$ cat config.mk
export PLATFORM = sky130hd
export DESIGN_NAME = sertx_core
export DESIGN_NICKNAME = d
export VERILOG_FILES = /design/src/rtl/sertx_pkg.sv /design/src/rtl/sertx_sync.sv /design/src/rtl/sertx_fifo.sv /design/src/rtl/sertx_framer.sv /design/src/rtl/sertx_core.sv
export SDC_FILE = /design/constraint.sdc
export NUM_CORES = 1
export LEC_CHECK = 0
export BUFFER_PORTS_ARGS = -buffer_cell sky130_fd_sc_hd__clkbuf_2
export CORE_UTILIZATION = 48
export CTS_CLUSTER_DIAMETER = 60
export DETAILED_ROUTE_END_ITERATION = 12
export PLACE_DENSITY_LB_ADDON = 0.25
export SKIP_LAST_GASP = 1
export SYNTH_ARGS = -nofsm -noshare
export SYNTH_HDL_FRONTEND = slang
export SYNTH_SLANG_ARGS = --single-unit
export TNS_END_PERCENT = 10
$ cat constraint.sdc
create_clock -name clk -period 5.45 [get_ports clk]
set_clock_uncertainty 0.2 [all_clocks]
set_input_delay 1.635 -clock clk [delete_from_list [all_inputs] [get_ports clk]]
set_output_delay 1.635 -clock clk [all_outputs]
set_load 0.1 [all_outputs]
$ cat src/rtl/sertx_pkg.sv
package sertx_pkg;

    localparam int DATA_W    = 8;
    localparam int FRAME_MAX = 1 + DATA_W + 1 + 2;
    localparam int CNT_W     = $clog2(FRAME_MAX + 1);

    typedef struct packed {
        logic len8;
        logic par_en;
        logic par_odd;
        logic stop2;
    } txcfg_t;

    typedef struct packed {
        logic [FRAME_MAX-1:0] bits;   // bit 0 goes out first
        logic [CNT_W-1:0]     nbits;
    } frame_t;

    function automatic logic [DATA_W-1:0] mask_word(logic [DATA_W-1:0] d, txcfg_t c);
        return c.len8 ? d : {1'b0, d[DATA_W-2:0]};
    endfunction

    function automatic logic par_bit(logic [DATA_W-1:0] d, txcfg_t c);
        logic x;
        x = ^mask_word(d, c);
        return c.par_odd ? ~x : x;
    endfunction

    function automatic frame_t build_frame(logic [DATA_W-1:0] d, txcfg_t c);
        frame_t f;
        int     p;
        f.bits    = '1;
        f.bits[0] = 1'b0;
        p = 1;
        for (int i = 0; i < DATA_W; i++) begin
            if (i < DATA_W - 1 || c.len8) begin
                f.bits[p] = d[i];
                p++;
            end
        end
        if (c.par_en) begin
            f.bits[p] = par_bit(d, c);
            p++;
        end
        p = p + (c.stop2 ? 2 : 1);
        f.nbits = CNT_W'(p);
        return f;
    endfunction

endpackage

$ cat src/rtl/sertx_sync.sv
module sertx_sync #(
    parameter int STAGES = 2,
    parameter bit RST_VAL = 1'b1
) (
    input  logic clk,
    input  logic rst,
    input  logic d,
    output logic q
);
    generate
        if (STAGES <= 1) begin : g_one
            logic r;
            always_ff @(posedge clk) begin
                if (rst) r <= RST_VAL;
                else     r <= d;
            end
            assign q = r;
        end else begin : g_chain
            logic [STAGES-1:0] r;
            always_ff @(posedge clk) begin
                if (rst) r <= {STAGES{RST_VAL}};
                else     r <= {r[STAGES-2:0], d};
            end
            assign q = r[STAGES-1];
        end
    endgenerate
endmodule

$ cat src/rtl/sertx_fifo.sv
module sertx_fifo #(
    parameter int W     = 8,
    parameter int DEPTH = 4,
    localparam int AW   = (DEPTH > 1) ? $clog2(DEPTH) : 1,
    localparam int CW   = $clog2(DEPTH + 1)
) (
    input  logic         clk,
    input  logic         rst,
    input  logic         wr,
    input  logic [W-1:0] wdata,
    input  logic         rd,
    output logic [W-1:0] rdata,
    output logic         full,
    output logic         empty,
    output logic [CW-1:0] fill
);
    logic [W-1:0]  mem [DEPTH];
    logic [AW-1:0] wp, rp;
    logic [CW-1:0] cnt;
    logic          wr_ok, rd_ok;

    assign full  = (cnt == CW'(DEPTH));
    assign empty = (cnt == '0);
    assign wr_ok = wr && !full;
    assign rd_ok = rd && !empty;
    assign rdata = mem[rp];
    assign fill  = cnt;

    function automatic logic [AW-1:0] bump(logic [AW-1:0] p);
        return (p == AW'(DEPTH - 1)) ? '0 : p + 1'b1;
    endfunction

    always_ff @(posedge clk) begin
        if (wr_ok) mem[wp] <= wdata;
    end

    always_ff @(posedge clk) begin
        if (rst) begin
            wp  <= '0;
            rp  <= '0;
            cnt <= '0;
        end else begin
            if (wr_ok) wp <= bump(wp);
            if (rd_ok) rp <= bump(rp);
            case ({wr_ok, rd_ok})
                2'b10:   cnt <= cnt + 1'b1;
                2'b01:   cnt <= cnt - 1'b1;
                default: cnt <= cnt;
            endcase
        end
    end
endmodule

$ cat src/rtl/sertx_framer.sv
module sertx_framer
    import sertx_pkg::*;
(
    input  logic              clk,
    input  logic              rst,
    input  logic              tick,
    input  logic              go,
    input  logic [DATA_W-1:0] head,
    input  txcfg_t            cfg,
    output logic              take,
    output logic              tx_out,
    output logic              busy
);
    logic [FRAME_MAX-1:0] sh;
    logic [CNT_W-1:0]     left;
    logic                 at_end;
    frame_t               nxt;

    assign at_end = (left <= CNT_W'(1));
    assign take   = tick && at_end && go;
    assign nxt    = build_frame(head, cfg);
    assign tx_out = sh[0];
    assign busy   = (left != '0);

    always_ff @(posedge clk) begin
        if (rst) begin
            sh   <= '1;
            left <= '0;
        end else if (tick) begin
            if (!at_end) begin
                sh   <= {1'b1, sh[FRAME_MAX-1:1]};
                left <= left - 1'b1;
            end else if (go) begin
                sh   <= nxt.bits;
                left <= nxt.nbits;
            end else begin
                sh   <= '1;
                left <= '0;
            end
        end
    end
endmodule

$ cat src/rtl/sertx_core.sv
module sertx_core
    import sertx_pkg::*;
#(
    parameter int DEPTH       = 4,
    parameter int SYNC_STAGES = 2,
    localparam int FILL_W     = $clog2(DEPTH + 1)
) (
    input  logic              clk,
    input  logic              rst,
    input  logic [DATA_W-1:0] in_data,
    input  logic              in_valid,
    output logic              in_ready,
    input  logic              cfg_len8,
    input  logic              cfg_par_en,
    input  logic              cfg_par_odd,
    input  logic              cfg_stop2,
    input  logic              cfg_flow_en,
    input  logic              baud_tick,
    input  logic              cts_n,
    output logic              tx_out,
    output logic              busy
);
    logic              cts_act_n;
    logic              q_full, q_empty, take, go;
    logic [DATA_W-1:0] head;
    logic [FILL_W-1:0] fill;
    txcfg_t            cfg;

    assign cfg = '{len8: cfg_len8, par_en: cfg_par_en,
                   par_odd: cfg_par_odd, stop2: cfg_stop2};

    sertx_sync #(.STAGES(SYNC_STAGES), .RST_VAL(1'b1)) u_cts (
        .clk(clk), .rst(rst), .d(cts_n), .q(cts_act_n)
    );

    sertx_fifo #(.W(DATA_W), .DEPTH(DEPTH)) u_q (
        .clk(clk), .rst(rst),
        .wr(in_valid), .wdata(in_data),
        .rd(take), .rdata(head),
        .full(q_full), .empty(q_empty), .fill(fill)
    );

    assign in_ready = !q_full;
    assign go       = !q_empty && (!cfg_flow_en || !cts_act_n);

    sertx_framer u_fr (
        .clk(clk), .rst(rst), .tick(baud_tick), .go(go),
        .head(head), .cfg(cfg),
        .take(take), .tx_out(tx_out), .busy(busy)
    );
endmodule

# Word level (Yosys, flattened, before mapping)
# Memories as Yosys holds them, arrays and structs flattened. A register that Yosys moved wholly into a read port is not among the register bits.
# Cells that the tools add are included.
dict set report totals {
  wordCells 59
  mem_count 1
  out_inout_bits 3
  register_bits 25
  in_bits 18
  ramBits 32
}
dict set report classes {
  bitwise_logic 1
  eq_ne 5
  n_mux 21
  reduce_logical 15
  magnitude_cmp 3
  addsub 7
}
# name words width rd rd_ports_with_merged_regs wr line_no
set memory_table {}
lappend memory_table {u_q.mem 4 8 1 1 1 sertx_fifo.sv:17} ;# logic [W-1:0] mem [DEPTH];
# operator n
set op_table {}
lappend op_table {{12-bit two-way mux} 3}
lappend op_table {{32-bit by 1-bit greater-or-equal comparator with 1-bit output, second input constant} 1}
lappend op_table {{32-bit by 6-bit less-than comparator with 1-bit output, second input constant} 1}
lappend op_table {{12-bit bitwise mux} 1}
lappend op_table {{4-bit two-way mux} 3}
lappend op_table {{2-bit two-way mux} 5}
lappend op_table {{9-bit two-way mux} 1}
lappend op_table {{8-bit two-way mux} 1}
lappend op_table {{8-bit XOR reduction} 1}
lappend op_table {{2-bit equality test, second input constant} 3}
lappend op_table {{1-bit logical AND} 6}
lappend op_table {{3-bit one-hot mux with 2 select lines} 1}
lappend op_table {{1-bit two-way mux} 5}
lappend op_table {{2-bit by 1-bit adder with 2-bit output, second input constant} 2}
lappend op_table {{4-bit by 1-bit adder with 4-bit output, second input constant} 1}
lappend op_table {{4-bit by 3-bit adder with 4-bit output} 1}
lappend op_table {{1-bit demux with 4-bit select} 1}
lappend op_table {{4-bit by 1-bit less-or-equal comparator with 1-bit output, second input constant} 1}
lappend op_table {{1-bit zero test} 4}
lappend op_table {{4-bit nonzero test} 1}
lappend op_table {{4-bit by 1-bit subtractor with 4-bit output, second input constant} 1}
lappend op_table {{3-bit by 1-bit adder with 3-bit output, second input constant} 1}
lappend op_table {{3-bit equality test, second input constant} 1}
lappend op_table {{3-bit zero test} 1}
lappend op_table {{5 further kinds} 5}

# Depth between registers and ports, before layout
dict set report logic_depth {
  ltp_word 9
  mapped_depth 11
  ltp_nobuf 11
}

# By module
# A second synthesis with hierarchy kept.
dict set report unflattened {
  hier_cells 204
  hier_area_um2 2562.5
}
# mod area_each_um2 cells_each instances
set by_module_without_submodules {}
lappend by_module_without_submodules {sertx_fifo 1647.8 96 1}
lappend by_module_without_submodules {sertx_framer 849.6 102 1}
lappend by_module_without_submodules {sertx_sync 52.6 4 1}
lappend by_module_without_submodules {sertx_core 12.5 2 1}

# Worst setup path after synthesis
# Ideal clock, no wire load.
dict set report synth_timing {
  kind {input-to-reg}
  from {input baud_tick}
  to {register u_q.cnt[2], in the netlist u_q.fill[2]}
  arrival_ps 3306
  cell_stages 9
  required_time_ps 5179
  slack_ps 1874
  cell_sequence {clkbuf_1 nand3_1 inv_1 ha_1 inv_1 fa_1 xor2_1 or3_1 a21oi_1}
}
dict set report synth_between {
  elab_chain_len 5
  elab_cells_between_ends 7
  classes_between {2 x eq/ne; 1 x mux; 4 x reduce/logical}
}
# element line_no
set synth_lines {}
lappend synth_lines {{start, declared} sertx_core.sv:18} ;# input logic baud_tick,
lappend synth_lines {{1-bit logical AND (*) (2 in series)} sertx_framer.sv:20} ;# assign take = tick && at_end && go;
lappend synth_lines {{1-bit logical AND (*)} sertx_fifo.sv:25} ;# assign rd_ok = rd && !empty;
lappend synth_lines {{2-bit by 1-bit equality test with 1-bit output / 2-bit equality test (equally long branches)} sertx_fifo.sv:45} ;# case ({wr_ok, rd_ok})
lappend synth_lines {{3-bit one-hot mux with 2 select lines / 2-bit nonzero test (equally long branches)} --}
lappend synth_lines {{end signal, assigned} sertx_fifo.sv:46} ;# 2'b10: cnt <= cnt + 1'b1;
lappend synth_lines {{end signal, assigned} sertx_fifo.sv:47} ;# 2'b01: cnt <= cnt - 1'b1;
lappend synth_lines {{end signal, assigned} sertx_fifo.sv:48} ;# default: cnt <= cnt;
lappend synth_lines {{end, declared} sertx_fifo.sv:19} ;# logic [CW-1:0] cnt;
# Every way passes the cells marked *; elsewhere a longest branch is shown, timed or not.
# A chain may end at the register's enable or synchronous reset.

# Worst setup path in the final report
# Ends and elaborated chain as after synthesis.

==> summary.md <==
| Metric | Value |
|---|---|
| Worst path slowest cell | fa_1 |
| Worst Path Max Fanout | 19 |
| Critical Path End Type | flip-flop |
| Num rows | 25 |
| Nets | 247 |
| First-pass GRT wire length | ~7300 um |
| TritonCTS Buffers | 9 |
| Critical path's largest stage delay | between 0.3 and 0.4 ns |
| CTS root buf | clkbuf_8 |
| DRT Pass-1 Iters | 5 |
| Internal power | 827 uW |
| Area grow syn2layout | 13.7% |
| Clock slew at reported path FFs | around 0.060 ns |
| DRT antenna net count | 0 |
| Peak supply drop | ~0.21 mV |
| HPWL Detailed | ~3200 um |
| Fin Setup TNS | 0 ns |
| Pin count of the biggest net entering global routing | 25 |
| CP most frequent cell | inv_1 |
| Setup violations, final | 0 |
| # Post-CTS Setup Buffers | 0 |
| Power per cell area | roughly 400 nW/um2 |
| Synth warnings | 0 |
| Worst Max-Slew Pin Slew | ~0.55 ns |
| Clk_lat worst skew | between 0.3 and 0.4 ns |
| RD Place Congestion | 0.756 |
| Post-DR wirelength/cell | around 15 um |
| Io pins | 21 |
| Post-CTS resize count | 0 |
| Share of cells above drive strength 1 | a little under a fifth |
| CTS max path bufs | 2 |
| Combinational Power Share | between 10% and 20% |
| Seq pwr share | 44.6% |
| Post-layout minimum cycle time | between 3 and 4 ns |
| Startpoint types | primary input |
| Max-slew violations | 0 |
| Clock network power share | 35.9% |
| Hold Crit Class | reg -> reg |
| Cells after Synth | around 190 |
| Die width | approximately 74 um |
| # diodes | 0 |
| Mean Syn Cell Area | ~13 um2 |
| Required @ worst endpoint | approximately 5.5 ns |
| Syn Std Cell Area | 2510 um2 |
| Placed cell count | 272 |
| Synthesized flop and latch total | 57 |
| Routed wire length | about 4400 um |
| Total gr overflow | 0 |
| Die Ht | between 70 and 80 um |
| Slew HR | a little under two thirds |
| Max-Cap Viols | 0 |
| Vias in the first global route | about 1,600 |
| Synth async-reset ratio | 0% |
| Hold-fix buffers at CTS | 0 |
| Core area | roughly 4900 um2 |
| Vias per cell | between 5 and 6 |
| Sequential fraction of the synthesis area | 58.2% |
| Status | finished, final reports clean |
| Final worst path period share | around 64% |
| RSZ-0062 raised after global routing | no |
| Port Buffers | 20 |
| Max Fclk | approximately 0.29 GHz |
| # fillers | 410 |
| P_sw | 312 uW |
| Cells along the critical path | clkbuf_2, nand3_1, inv_1, ha_1, inv_1, fa_1, xor2_1, or3_1, a21oi_1 |
| Critical path type | in -> reg |
| Sw Ratio | 27.4% |
| Initial antenna violation count | 0 |
| Global-route usage over all layers | between 10% and 20% |
| Yosys cell types | 36 |
| CTS tree | done |
| DRC viols | 0 |
| P_leak | roughly 1.1 nW |
| CP delay by family, top | adder cells |
| Starting Density | about half |
| Synth Net Count | ~230 |
| Worst EP arrival | 3.55 ns |
| Vias | ~1,600 |
| Post-synth top flop | edfxtp_1 |
| Fin. Hold Viols | 0 |
| Die area | ~5500 um2 |
| Layout Cells excl Fill | 288 |
| 1st-iter DRT viols | roughly 150 |
| CTS H-Tree Depth | 3 |
| Worst path bufs/invs | 3 |
| CTS Sinks | 57 |
| Post-synth EDFFs | 32 |
cells by family after synthesis:
logic type | Yosys count | share of synthesized area (%)
AO/OA/AOI/OAI | 30 | 7.92
multiplexers | 9 | 8.07
flip-flops | 57 | 58.2
adder cells (fa/ha/maj) | 13 | 7.08
buffers and inverters | 21 | 3.49
AND/OR/NAND/NOR | 54 | 11.2
XOR/XNOR | 10 | 4.09
metal layers:
metal  up-vias  global-route usage (%)  part of all wire (%)
met5         -                       0                     0
met4         0                    5.66                  0.29
met3         2                    10.2                   5.9
met2        41                    31.4                    51
met1       754                    21.7                    43
li1        758                       -                     -
synth_stat cells (2+ instances only):
| master | instances | share of area, % |
|---|---|---|
| or2_2 | 3 | 0.75 |
| o21ai_0 | 6 | 1.2 |
| edfxtp_1 | 32 | 38 |
| a21oi_1 | 9 | 1.8 |
| nand2_1 | 15 | 2.2 |
| nand3b_1 | 7 | 2.1 |
| nor2_1 | 11 | 1.6 |
| nor2b_1 | 2 | 0.50 |
| fa_1 | 2 | 1.6 |
| xnor2_2 | 2 | 1.3 |
| clkbuf_1 | 6 | 0.90 |
| nand3_1 | 3 | 0.60 |
| dfxtp_1 | 25 | 20 |
| and3_1 | 4 | 1.0 |
| mux4_1 | 3 | 3.1 |
| or4_1 | 2 | 0.60 |
| ha_1 | 11 | 5.5 |
| inv_1 | 12 | 1.8 |
| mux4_2 | 5 | 4.5 |
| xor2_1 | 3 | 1.0 |
| xnor2_1 | 5 | 1.7 |
| nor3_1 | 4 | 0.80 |
| o221ai_1 | 9 | 3.1 |
layout by cell type (no fill, tap or decap), drive strengths merged, types with 2 or more instances in the layout:
cell and n:
nor3 4, xor2 3, nor2b 2, clkbuf 32
or4 2, a21oi 9, fa 2, or2 3
bufinv 2, xnor2 7, clkinv 2, o21ai 6
and3 4, nor2 11, ha 11, mux4 8
edfxtp 32, inv 12, o221ai 9, nand3b 7
nand3 3, nand2 15, dfxtp 25
power groups by stage:
stage                     sequential (mW)  clock (mW)  combinational (mW)
after floorplan                     0.513           0               0.178
after global placement              0.514           0               0.213
after detailed placement            0.517           0               0.222
after CTS                           0.509       0.420               0.223
after global routing                0.512       0.439               0.245
final                               0.508       0.409               0.222
registers in the layout, indices dropped and copies added, names as in the netlist, named ones only:
signal and count:
u_q.rp 2, u_cts.g_chain.r 2, u_q.wp 2, u_q.mem 32, u_q.fill 3, u_fr.sh 10, u_fr.left 4
path summary, 6_finish.rpt:
path | from | end | slack (ns) | cells past startpoint
setup / recovery | baud_tick | u_q.fill[2] | 1.96 | 9
setup reg to reg | u_fr.left[0] | u_q.fill[2] | 2.39 | 11
hold reg to reg | u_cts.g_chain.r[0] | u_cts.g_chain.r[1] | 0.21 | 1
hold / removal | u_cts.g_chain.r[0] | u_cts.g_chain.r[1] | 0.21 | 1
metrics by stage:
stage / instance area, um2 / utilization, % / hold slack (ns) / setup slack, ns / power, mW
after detailed placement: 2650 / 54.4 / 0.196 / 1.63 / 0.739
final: 2860 / 58.5 / 0.207 / 1.96 / 1.14
after global routing: 2860 / 58.5 / 0.224 / 1.79 / 1.20
after global placement: 2650 / 54.4 / 0.201 / 1.74 / 0.727
after CTS: 2860 / 58.5 / 0.204 / 2.00 / 1.15
after floorplan: 2510 / - / 0.189 / 1.87 / 0.691
layout make-up:
class	instances	area, um2	area share (%)
Sequential cell	57	1460	51.2
Multi-Input combinational cell	116	962	33.7
Clock buffer	12	135	4.73
Timing Repair Buffer	20	100	3.51
Tap cell	67	83.8	2.94
Clock inverter	4	67.6	2.37
Inverter	12	45.0	1.58
worst reg2reg max path, cell delays in order (launching register included):
cell	delay (ns)
dfxtp_1	0.36
inv_1	0.10
ha_1	0.20
o21a_1	0.48
nand3_1	0.25
inv_1	0.14
ha_1	0.19
inv_1	0.06
fa_1	0.39
xor2_1	0.16
or3_1	0.31
a21oi_1	0.15
Note: power is estimated with default switching activity, not from simulation.
